`src/rtl/vsd_pkg.sv`:
```
package vsd_pkg;
  typedef enum logic {
    ST_SETTLE = 1'b0,
    ST_RUN    = 1'b1
  } settle_e;

  localparam int unsigned RATIO_FLOOR_INT = 2;
endpackage

```
`src/rtl/vsd_phase.sv`:
```
module vsd_phase #(
  parameter int INT_W   = 8,
  parameter int FRAC_W  = 8,
  parameter int DEF_INT = 16
) (
  input  logic              clk_i,
  input  logic              rst_ni,
  input  logic              clr_i,
  input  logic              sample_i,
  input  logic              wr_i,
  input  logic [INT_W-1:0]  int_i,
  input  logic [FRAC_W-1:0] frac_i,
  output logic              tick_o
);
  localparam int R_W  = INT_W + FRAC_W;
  localparam int PH_W = R_W + 1;
  localparam logic [R_W-1:0]  FLOOR = R_W'(vsd_pkg::RATIO_FLOOR_INT) << FRAC_W;
  localparam logic [R_W-1:0]  DEF   = R_W'(DEF_INT) << FRAC_W;
  localparam logic [PH_W-1:0] ONE   = PH_W'(1) << FRAC_W;

  logic [R_W-1:0]  wr_val, pend_q, act_q, next_ratio;
  logic [PH_W-1:0] phase_q, phase_sum;

  always_comb begin
    wr_val = {int_i, frac_i};
    if (wr_val < FLOOR) wr_val = FLOOR;
    // a write in the boundary cycle still lands at that boundary
    next_ratio = wr_i ? wr_val : pend_q;
    phase_sum  = phase_q + ONE;
    tick_o     = sample_i && !clr_i && (phase_sum >= {1'b0, act_q});
  end

  always_ff @(posedge clk_i or negedge rst_ni) begin
    if (!rst_ni) begin
      pend_q  <= DEF;
      act_q   <= DEF;
      phase_q <= '0;
    end else begin
      if (wr_i) pend_q <= wr_val;
      if (clr_i) begin
        phase_q <= '0;
        act_q   <= next_ratio;
      end else if (sample_i) begin
        if (tick_o) begin
          phase_q <= phase_sum - {1'b0, act_q};
          act_q   <= next_ratio;
        end else begin
          phase_q <= phase_sum;
        end
      end
    end
  end

  assert_phase_in_range_R3: assert property (@(posedge clk_i) disable iff (!rst_ni)
    phase_q < {1'b0, act_q});
  assert_ratio_at_boundary_R4: assert property (@(posedge clk_i) disable iff (!rst_ni)
    !(tick_o || clr_i) |=> $stable(act_q));
  assert_ratio_floor_R5: assert property (@(posedge clk_i) disable iff (!rst_ni)
    pend_q >= FLOOR);
endmodule

```
`src/rtl/vsd_cic.sv`:
```
module vsd_cic #(
  parameter int IN_W  = 1,
  parameter int ORDER = 3,
  parameter int ACC_W = 25
) (
  input  logic             clk_i,
  input  logic             rst_ni,
  input  logic             clr_i,
  input  logic             sample_i,
  input  logic [IN_W-1:0]  data_i,
  input  logic             tick_i,
  output logic [ACC_W-1:0] cic_o
);
  logic [ACC_W-1:0] x_ext;
  logic [ACC_W-1:0] integ_q [ORDER];
  logic [ACC_W-1:0] dly_q   [ORDER];
  logic [ACC_W-1:0] comb_d  [ORDER+1];

  assign x_ext = ACC_W'(data_i);

  // integrators run at the modulator rate; wrap-around is exact modulo 2^ACC_W
  always_ff @(posedge clk_i or negedge rst_ni) begin
    if (!rst_ni) begin
      for (int g = 0; g < ORDER; g++) integ_q[g] <= '0;
    end else if (clr_i) begin
      for (int g = 0; g < ORDER; g++) integ_q[g] <= '0;
    end else if (sample_i) begin
      integ_q[0] <= integ_q[0] + x_ext;
      for (int g = 1; g < ORDER; g++) integ_q[g] <= integ_q[g] + integ_q[g-1];
    end
  end

  for (genvar g = 0; g < ORDER; g++) begin : gen_comb
    assign comb_d[g+1] = comb_d[g] - dly_q[g];
  end
  assign comb_d[0] = integ_q[ORDER-1];

  always_ff @(posedge clk_i or negedge rst_ni) begin
    if (!rst_ni) begin
      for (int g = 0; g < ORDER; g++) dly_q[g] <= '0;
      cic_o <= '0;
    end else if (clr_i) begin
      for (int g = 0; g < ORDER; g++) dly_q[g] <= '0;
      cic_o <= '0;
    end else if (tick_i) begin
      for (int g = 0; g < ORDER; g++) dly_q[g] <= comb_d[g];
      cic_o <= comb_d[ORDER];
    end
  end

  assert_cic_hold_R9: assert property (@(posedge clk_i) disable iff (!rst_ni)
    (!sample_i && !clr_i) |=> $stable(integ_q[0]));
endmodule

```
`src/rtl/vsd_corr.sv`:
```
module vsd_corr #(
  parameter int ACC_W     = 25,
  parameter int GAIN_W    = 16,
  parameter int GAIN_FRAC = 14,
  parameter int OUT_W     = 24
) (
  input  logic                    clk_i,
  input  logic                    rst_ni,
  input  logic                    clr_i,
  input  logic                    vld_i,
  input  logic [ACC_W-1:0]        cic_i,
  input  logic signed [ACC_W:0]   offset_i,
  input  logic [GAIN_W-1:0]       gain_i,
  output logic [OUT_W-1:0]        data_o,
  output logic                    drdy_o
);
  localparam int DIF_W  = ACC_W + 2;
  localparam int PROD_W = DIF_W + GAIN_W + 1;
  localparam logic signed [PROD_W-1:0] SAT_HI = {{(PROD_W-OUT_W+1){1'b0}}, {(OUT_W-1){1'b1}}};
  localparam logic signed [PROD_W-1:0] SAT_LO = {{(PROD_W-OUT_W+1){1'b1}}, {(OUT_W-1){1'b0}}};

  logic signed [DIF_W-1:0]  diff;
  logic signed [PROD_W-1:0] prod, scaled;
  logic [OUT_W-1:0]         sat_val;

  always_comb begin
    diff   = $signed({2'b00, cic_i}) - DIF_W'(offset_i);
    prod   = PROD_W'(diff) * $signed({{(PROD_W-GAIN_W){1'b0}}, gain_i});
    scaled = prod >>> GAIN_FRAC;
    if (scaled > SAT_HI)      sat_val = SAT_HI[OUT_W-1:0];
    else if (scaled < SAT_LO) sat_val = SAT_LO[OUT_W-1:0];
    else                      sat_val = scaled[OUT_W-1:0];
  end

  always_ff @(posedge clk_i or negedge rst_ni) begin
    if (!rst_ni) begin
      data_o <= '0;
      drdy_o <= 1'b0;
    end else begin
      drdy_o <= vld_i && !clr_i;
      if (vld_i && !clr_i) data_o <= sat_val;
    end
  end

  assert_data_hold_R7: assert property (@(posedge clk_i) disable iff (!rst_ni)
    !vld_i |=> $stable(data_o));
endmodule

```
`src/rtl/var_sinc_decim.sv`:
```
module var_sinc_decim #(
  parameter int IN_W      = 1,
  parameter int ORDER     = 3,
  parameter int INT_W     = 8,
  parameter int FRAC_W    = 8,
  parameter int DEF_INT   = 16,
  parameter int GAIN_W    = 16,
  parameter int GAIN_FRAC = 14,
  parameter int OUT_W     = 24,
  localparam int ACC_W    = IN_W + ORDER * INT_W
) (
  input  logic                  clk_i,
  input  logic                  rst_ni,
  input  logic                  filt_rst_i,
  input  logic                  mod_valid_i,
  input  logic [IN_W-1:0]       mod_data_i,
  input  logic                  ratio_wr_i,
  input  logic [INT_W-1:0]      ratio_int_i,
  input  logic [FRAC_W-1:0]     ratio_frac_i,
  input  logic signed [ACC_W:0] offset_i,
  input  logic [GAIN_W-1:0]     gain_i,
  output logic [OUT_W-1:0]      data_o,
  output logic                  drdy_o
);
  import vsd_pkg::*;
  localparam int CNT_W = $clog2(ORDER + 1);

  logic             tick, cic_vld;
  logic [ACC_W-1:0] cic_out;
  logic [CNT_W-1:0] settle_cnt;
  settle_e          st_q;

  vsd_phase #(.INT_W(INT_W), .FRAC_W(FRAC_W), .DEF_INT(DEF_INT)) u_phase (
    .clk_i, .rst_ni, .clr_i(filt_rst_i), .sample_i(mod_valid_i),
    .wr_i(ratio_wr_i), .int_i(ratio_int_i), .frac_i(ratio_frac_i), .tick_o(tick));

  vsd_cic #(.IN_W(IN_W), .ORDER(ORDER), .ACC_W(ACC_W)) u_cic (
    .clk_i, .rst_ni, .clr_i(filt_rst_i), .sample_i(mod_valid_i),
    .data_i(mod_data_i), .tick_i(tick), .cic_o(cic_out));

  // the first ORDER boundaries after a flush carry stale comb history
  always_ff @(posedge clk_i or negedge rst_ni) begin
    if (!rst_ni) begin
      st_q       <= ST_SETTLE;
      settle_cnt <= '0;
      cic_vld    <= 1'b0;
    end else if (filt_rst_i) begin
      st_q       <= ST_SETTLE;
      settle_cnt <= '0;
      cic_vld    <= 1'b0;
    end else begin
      cic_vld <= tick && (st_q == ST_RUN);
      if (tick && st_q == ST_SETTLE) begin
        settle_cnt <= settle_cnt + 1'b1;
        if (settle_cnt == CNT_W'(ORDER - 1)) st_q <= ST_RUN;
      end
    end
  end

  vsd_corr #(.ACC_W(ACC_W), .GAIN_W(GAIN_W), .GAIN_FRAC(GAIN_FRAC), .OUT_W(OUT_W)) u_corr (
    .clk_i, .rst_ni, .clr_i(filt_rst_i), .vld_i(cic_vld), .cic_i(cic_out),
    .offset_i, .gain_i, .data_o, .drdy_o);

  assert_drdy_follows_R1: assert property (@(posedge clk_i) disable iff (!rst_ni)
    (cic_vld && !filt_rst_i) |=> drdy_o);
  assert_drdy_pulse_R1: assert property (@(posedge clk_i) disable iff (!rst_ni)
    drdy_o |=> !drdy_o);
  assert_flush_quiet_R6: assert property (@(posedge clk_i) disable iff (!rst_ni)
    filt_rst_i |=> !drdy_o);
endmodule

```
`config.mk`:
```
export PLATFORM = sky130hd
export DESIGN_NAME = var_sinc_decim
export DESIGN_NICKNAME = d
export VERILOG_FILES = /design/src/rtl/vsd_pkg.sv /design/src/rtl/vsd_phase.sv /design/src/rtl/vsd_cic.sv /design/src/rtl/vsd_corr.sv /design/src/rtl/var_sinc_decim.sv
export SDC_FILE = /design/constraint.sdc
export NUM_CORES = 2
export LEC_CHECK = 0
export BUFFER_PORTS_ARGS = -buffer_cell sky130_fd_sc_hd__buf_2
export CAP_MARGIN = 15
export CELL_PAD_IN_SITES_DETAIL_PLACEMENT = 1
export CELL_PAD_IN_SITES_GLOBAL_PLACEMENT = 1
export CORE_MARGIN = 2
export CORE_UTILIZATION = 51
export DETAILED_ROUTE_END_ITERATION = 6
export PLACE_DENSITY_LB_ADDON = 0.12
export SYNTH_ARGS = -nofsm -noshare
export SYNTH_HDL_FRONTEND = slang
export SYNTH_HIERARCHICAL = 1
export SYNTH_SLANG_ARGS = --single-unit
```
`constraint.sdc`:
```
create_clock -name clk_i -period 12.7 [get_ports clk_i]
set_input_delay 1.905 -clock clk_i [delete_from_list [all_inputs] [get_ports clk_i]]
set_output_delay 1.905 -clock clk_i [all_outputs]
set_load 0.05 [all_outputs]
```
# Word level (Yosys, flattened, before mapping)
# Index checks and enable logic that the tools add are counted.
[classes] n_bitwise=1 reduce_logical=12 n_eq_ne=1 n_mux=22 addsub=10 magnitude_cmp=4 mul=1
[op_table] op="75-bit two-way mux" count=4
[op_table] op="16-bit two-way mux" count=5
[op_table] op="25-bit subtractor" count=3
[op_table] op="17-bit two-way mux" count=3
[op_table] op="25-bit adder" count=2
[op_table] op="25-bit two-way mux" count=2
[op_table] op="24-bit two-way mux" count=2
[op_table] op="27-bit by 17-bit multiplier with 44-bit output" count=1
[op_table] op="30-bit by 24-bit greater-than comparator with 1-bit output (second input constant)" count=1
[op_table] op="30-bit by 24-bit less-than comparator with 1-bit output (second input constant)" count=1
[op_table] op="26-bit by 26-bit subtractor with 27-bit output" count=1
[op_table] op="25-bit by 1-bit adder with 25-bit output" count=1
[op_table] op="17-bit by 9-bit adder with 17-bit output (second input constant)" count=1
[op_table] op="17-bit by 16-bit >= comparator with 1-bit output" count=1
[op_table] op="17-bit by 16-bit subtractor with 17-bit output" count=1
[op_table] op="16-bit by 10-bit less-than comparator with 1-bit output (second input constant)" count=1
[op_table] op="2-bit nonzero test" count=4
[op_table] op="1-bit logical AND" count=5
[op_table] op="1-bit two-way mux" count=4
[op_table] op="2-bit two-way mux" count=2
[op_table] op="2-bit AND reduction" count=2
[op_table] op="2-bit by 1-bit adder with 2-bit output (second input constant)" count=1
[op_table] op="2-bit == test (second input constant)" count=1
[op_table] op="1-bit zero test" count=1
[op_table] op="1-bit inverter" count=1
[totals] ff_bits=253 wordCells=66 in_bits=64

# Depth between registers and ports, before layout
[logic_depth] ltp_word=6 depth_mapped=39

# Cells and area by module
# Netlist, hierarchy kept.
[modules_own_cells] module="vsd_corr" n_inst=1 cells_each=2094 area_per_inst_um2=18094.9
[modules_own_cells] module="vsd_cic" n_inst=1 cells_each=1484 area_per_inst_um2=13133.8
[modules_own_cells] module="vsd_phase" n_inst=1 cells_each=324 area_per_inst_um2=3133.0
[modules_own_cells] module="var_sinc_decim" n_inst=1 cells_each=17 area_per_inst_um2=196.4

# Worst setup path after synthesis
# OpenSTA, ideal clock, no wires.
[synth_path] path_type="input -> register" from="input port offset_i[0]" to="register u_corr.data_o[19]" slack_ns=1.902 setup_ns=0.073 path_stages=35 path_buffers=3 t_arrival_ns=10.725 path_cell_list="ha_1 > fa_1 > nor2b_1 > o21ai_0 > a21boi_1 > o21ai_0 > a311oi_1 > o21ai_1 > a31oi_1 > o21a_1 > o21ai_0 > clkbuf_1 > and3_1 > fa_1 > inv_1 > fa_1 > inv_1 > fa_1 > fa_1 > fa_1 > inv_1 > fa_1 > inv_1 > ha_1 > clkbuf_1 > a21oi_1 > o211ai_1 > a221o_1 > a21o_4 > xnor2_1 > or4b_4 > o41ai_4 > buf_6 > nand2_1 > a21oi_2"
[synth_between] elab_chain_len=5 elab_cells_between_ends=6 classes_between="add/sub: 1; mul: 1; order compare: 2; mux: 2"
[synth_lines] item="start, declared" line_no="var_sinc_decim.sv:20" rtl="input logic signed [ACC_W:0] offset_i,"
[synth_lines] item="26-bit by 26-bit subtractor with 27-bit output *" line_no="vsd_corr.sv:27" rtl="diff = $signed({2'b00, cic_i}) - DIF_W'(offset_i);"
[synth_lines] item="27-bit by 17-bit multiplier with 44-bit output *" line_no="vsd_corr.sv:28" rtl="prod = PROD_W'(diff) * $signed({{(PROD_W-GAIN_W){1'b0}}, gain_i});"
[synth_lines] item="30-bit by 24-bit less-than comparator with 1-bit output" line_no="vsd_corr.sv:31" rtl="else if (scaled < SAT_LO) sat_val = SAT_LO[OUT_W-1:0];"
[synth_lines] item="24-bit two-way mux" line_no="vsd_corr.sv:31"
[synth_lines] item="24-bit two-way mux *" line_no="vsd_corr.sv:30" rtl="if (scaled > SAT_HI) sat_val = SAT_HI[OUT_W-1:0];"
[synth_lines] item="end signal, assigned" line_no="vsd_corr.sv:41" rtl="if (vld_i && !clr_i) data_o <= sat_val;"
[synth_lines] item="end, declared" line_no="vsd_corr.sv:14" rtl="output logic [OUT_W-1:0] data_o,"
# Every way passes the cells marked *; elsewhere a longest branch is shown, timed or not.
# A chain may end at the register's enable or synchronous reset.

# Worst setup path in the final report
[layout_path] from="input port offset_i[0]" to="register u_corr.data_o[5]"
# The elaborated chain is that of the path after synthesis.

==> flow_summary_export.csv <==
group,metric,value,unit
sta,max_freq,87.1,MHz
floorplan,die_height,264,µm
finish,final_cell_mix,"inv_1 (674), fa_1 (424), nand2_1 (385), nor2_1 (282), ha_1 (270)",
logic_synthesis,syn_area_per_cell,8.82,µm²
setup_path,start_kind,"input port",
sta,fin_setup_tns,0,ps
detailed_routing,drt-total-wl,95200,µm
floorplan,core,67200,µm²
clocking,post_cts.repair.setup_buffers,0,
logic_synthesis,ys_ff_latch,253,
setup_path,max_stage_delay,700,ps
sta,drv_slew,0,
setup_path,crit_fanout,23,
logic_synthesis,ys_types,107,
min_path,hold_path_depth,1,
detailed_routing,drt-initial-drc-count,1262,
global_routing,grt_pass1_vias,29800,
setup_path,end_kind,"flip-flop",
sta,final.period_utilization,0.904,
finish,nets,4686,
job,cap_violations,0,
sta,hold_viol,0,
global_routing,grt_max_degree,158,
detailed_routing,wl_per_cell,19.7,µm
clocking,clockBufferDepth,3,
detailed_routing,vias,27200,
sta,timing.hold.ws,498,ps
logic_synthesis,netlist.area_leader.share,0.246,
placed_design,portBuffers,88,
logic_synthesis,synth_edf_count,0,
setup_path,crit_slowest_cell,"fa_1",
global_routing,antenna_found_initial,1,
global_routing,grt_usage,0.278,
clocking,cts_num_sinks,253,
detailed_routing,routed_via_density,5.63,
logic_synthesis,synth_area_leaders,"fa_1 (25%), dfrtp_1 (18%), ha_1 (9.8%)",
clocking,cts.repair.resized,0,
floorplan,die-area,69900,µm²
finish,layout_commonest_cell,"inv_1",
global_routing,overflow,0,
logic_synthesis,ys_seq_area_frac,0.183,
setup_path,crit_required,13100,ps
detailed_routing,met1Wirelength,41400,µm
logic_synthesis,async_reset_ff_frac,1.00,
clocking,worstSkewPairLatency,560,ps
detailed_routing,detail-route-antenna-nets,0,
setup_path,crit_path_frequent_cell,"fa_1",
logic_synthesis,yosysTopAreaCell,"fa_1",
global_routing,grt_first_pass_wirelength,157000,µm
clocking,cts_tree,"built",
floorplan,start_util,0.515,
setup_path,arrival,11880,ps
detailed_routing,drtPass1Iterations,5,
logic_synthesis,syn_area,34600,µm²
min_path,hold_path.class,"flip-flop to flip-flop",
placed_design,dp_hpwl,72500,µm
setup_path,r2r_cells,35,
finish,fin_cells,4827,
sta,rsz0062_at_grt,"false",
finish,drive_above_1_share,0.0718,
detailed_routing,drcViolationCount,0,
clocking,clkTransAtPathRegs,60,ps
finish,n_fill_cell,7906,
sta,finalClockSkew,22.7,ps
logic_synthesis,synth_cells,3919,
clocking,h-tree-depth,2,
placed_design,gp_congestion,0.832,
sta,tightest_slew,996,ps
detailed_routing,met2_length,48100,µm
detailed_routing,dr_wl_met3,3480,µm
sta,relSlewSlack,0.333,
placed_design,place_ws,604,ps
placed_design,dp_cells,4765,
clocking,cts_root_buffer,"clkbuf_16",
floorplan,io_pins,89,
clocking,cts_buffers,34,
finish,area_growth,6.88,%
outcome,status,"finished, final reports clean",
detailed_routing,highest_layer,"met5",
sta,finalSetupViolations,0,
floorplan,die_w,264,µm
logic_synthesis,syn_nets,4677,
floorplan,row_count,95,
clocking,holdBufCountCts,0,
setup_path,worst-setup-path-type,"input port to flip-flop",
sta,period_minus_slack,11480,ps
sta,setup_ws,1220,ps
logic_synthesis,yosys_warnings,6,
logic_synthesis,synthFlopType,"dfrtp_1",
[flip-flops by register name (all words and copies together) (netlist names)]
register,flops
u_corr/data_o,24
u_cic/dly_q,75
u_corr/drdy_o,1
cic_vld,1
u_cic/comb_d,25
u_phase/act_q,16
u_cic/cic_o,25
u_phase/pend_q,16
st_q,1
u_cic/integ_q,50
u_phase/phase_q,17
settle_cnt,2
[kinds of logic after synthesis]
| logic type | after synthesis | synth area share |
|---|---|---|
| AND/OR/NAND/NOR | 1188 | 0.166 |
| buffers and inverters | 825 | 0.0918 |
| multiplexers | 131 | 0.0402 |
| AO/OA/AOI/OAI | 643 | 0.128 |
| adder cells (fa/ha/maj) | 694 | 0.343 |
| flip-flops | 253 | 0.183 |
| XOR/XNOR | 185 | 0.0469 |
[layer usage]
layer  up-vias  track usage
li1      12700            -
met1     13800        0.356
met2       475        0.499
met3       164       0.0338
met4         2       0.0720
met5         -            0
[cell type report]
cell class / instances / area [µm²] / share of cell area
multi-input cells: 2841 / 25100 / 0.679
flip-flops and latches: 253 / 6330 / 0.171
inverters: 675 / 2530 / 0.0686
well taps: 873 / 1090 / 0.0296
clock buffers: 54 / 1040 / 0.0281
repair buffers: 123 / 747 / 0.0202
clock inverters: 7 / 104 / 0.00281
diodes: 1 / 2.50 / 0.0000678
[cells in the mapped netlist, types with 9 or more instances]
cell type,n
or3_1,22
nand2b_1,33
and3_1,47
nor2b_1,49
fa_1,424
mux2i_1,104
xnor2_1,113
ha_1,270
inv_1,674
a31oi_1,25
a21o_1,86
o21ai_0,103
a311oi_1,11
o2111ai_1,11
dfrtp_1,251
buf_1,13
nand3_1,79
clkbuf_1,123
mux2_4,12
nand4_1,25
o31ai_1,9
xor2_1,72
and2_1,171
o211ai_1,20
nand2_1,385
nor2_1,284
a211oi_1,21
mux2_2,15
a211o_1,9
o21bai_1,22
o21a_1,23
a21oi_2,22
a21oi_1,173
nor3_1,31
[stage by stage]
step	util	instance area (µm²)
floorplan	-	34600
global placement	0.533	35800
detailed placement	0.533	35800
CTS	0.550	36900
global route	0.550	36900
finish	0.550	36900
[critical path: cells and delay by family]
kind                       cells  cell delay (ps)
xor gates and xnor gates       1              400
adders and majority gates      9             4220
and+or+nand+nor                3              570
buffers and inverters          7             1130
AOI/OAI and AO/OA             15             3640
[worst paths after layout]
kind,startpoint,to,slack (ps)
setup / recovery,offset_i[0],u_corr/data_o[5],1220
setup reg to reg,u_cic/cic_o[0],u_corr/data_o[5],2300
hold reg to reg,u_phase/pend_q[11],u_phase/pend_q[11],500
max in group asynchronous,rst_ni,settle_cnt[0],9830
min in group asynchronous,rst_ni,u_corr/data_o[7],1380
hold / removal,u_phase/pend_q[11],u_phase/pend_q[11],500
Power is not shown: default switching activity piles up to over one toggle a cycle in this logic, so the estimate is an artifact.
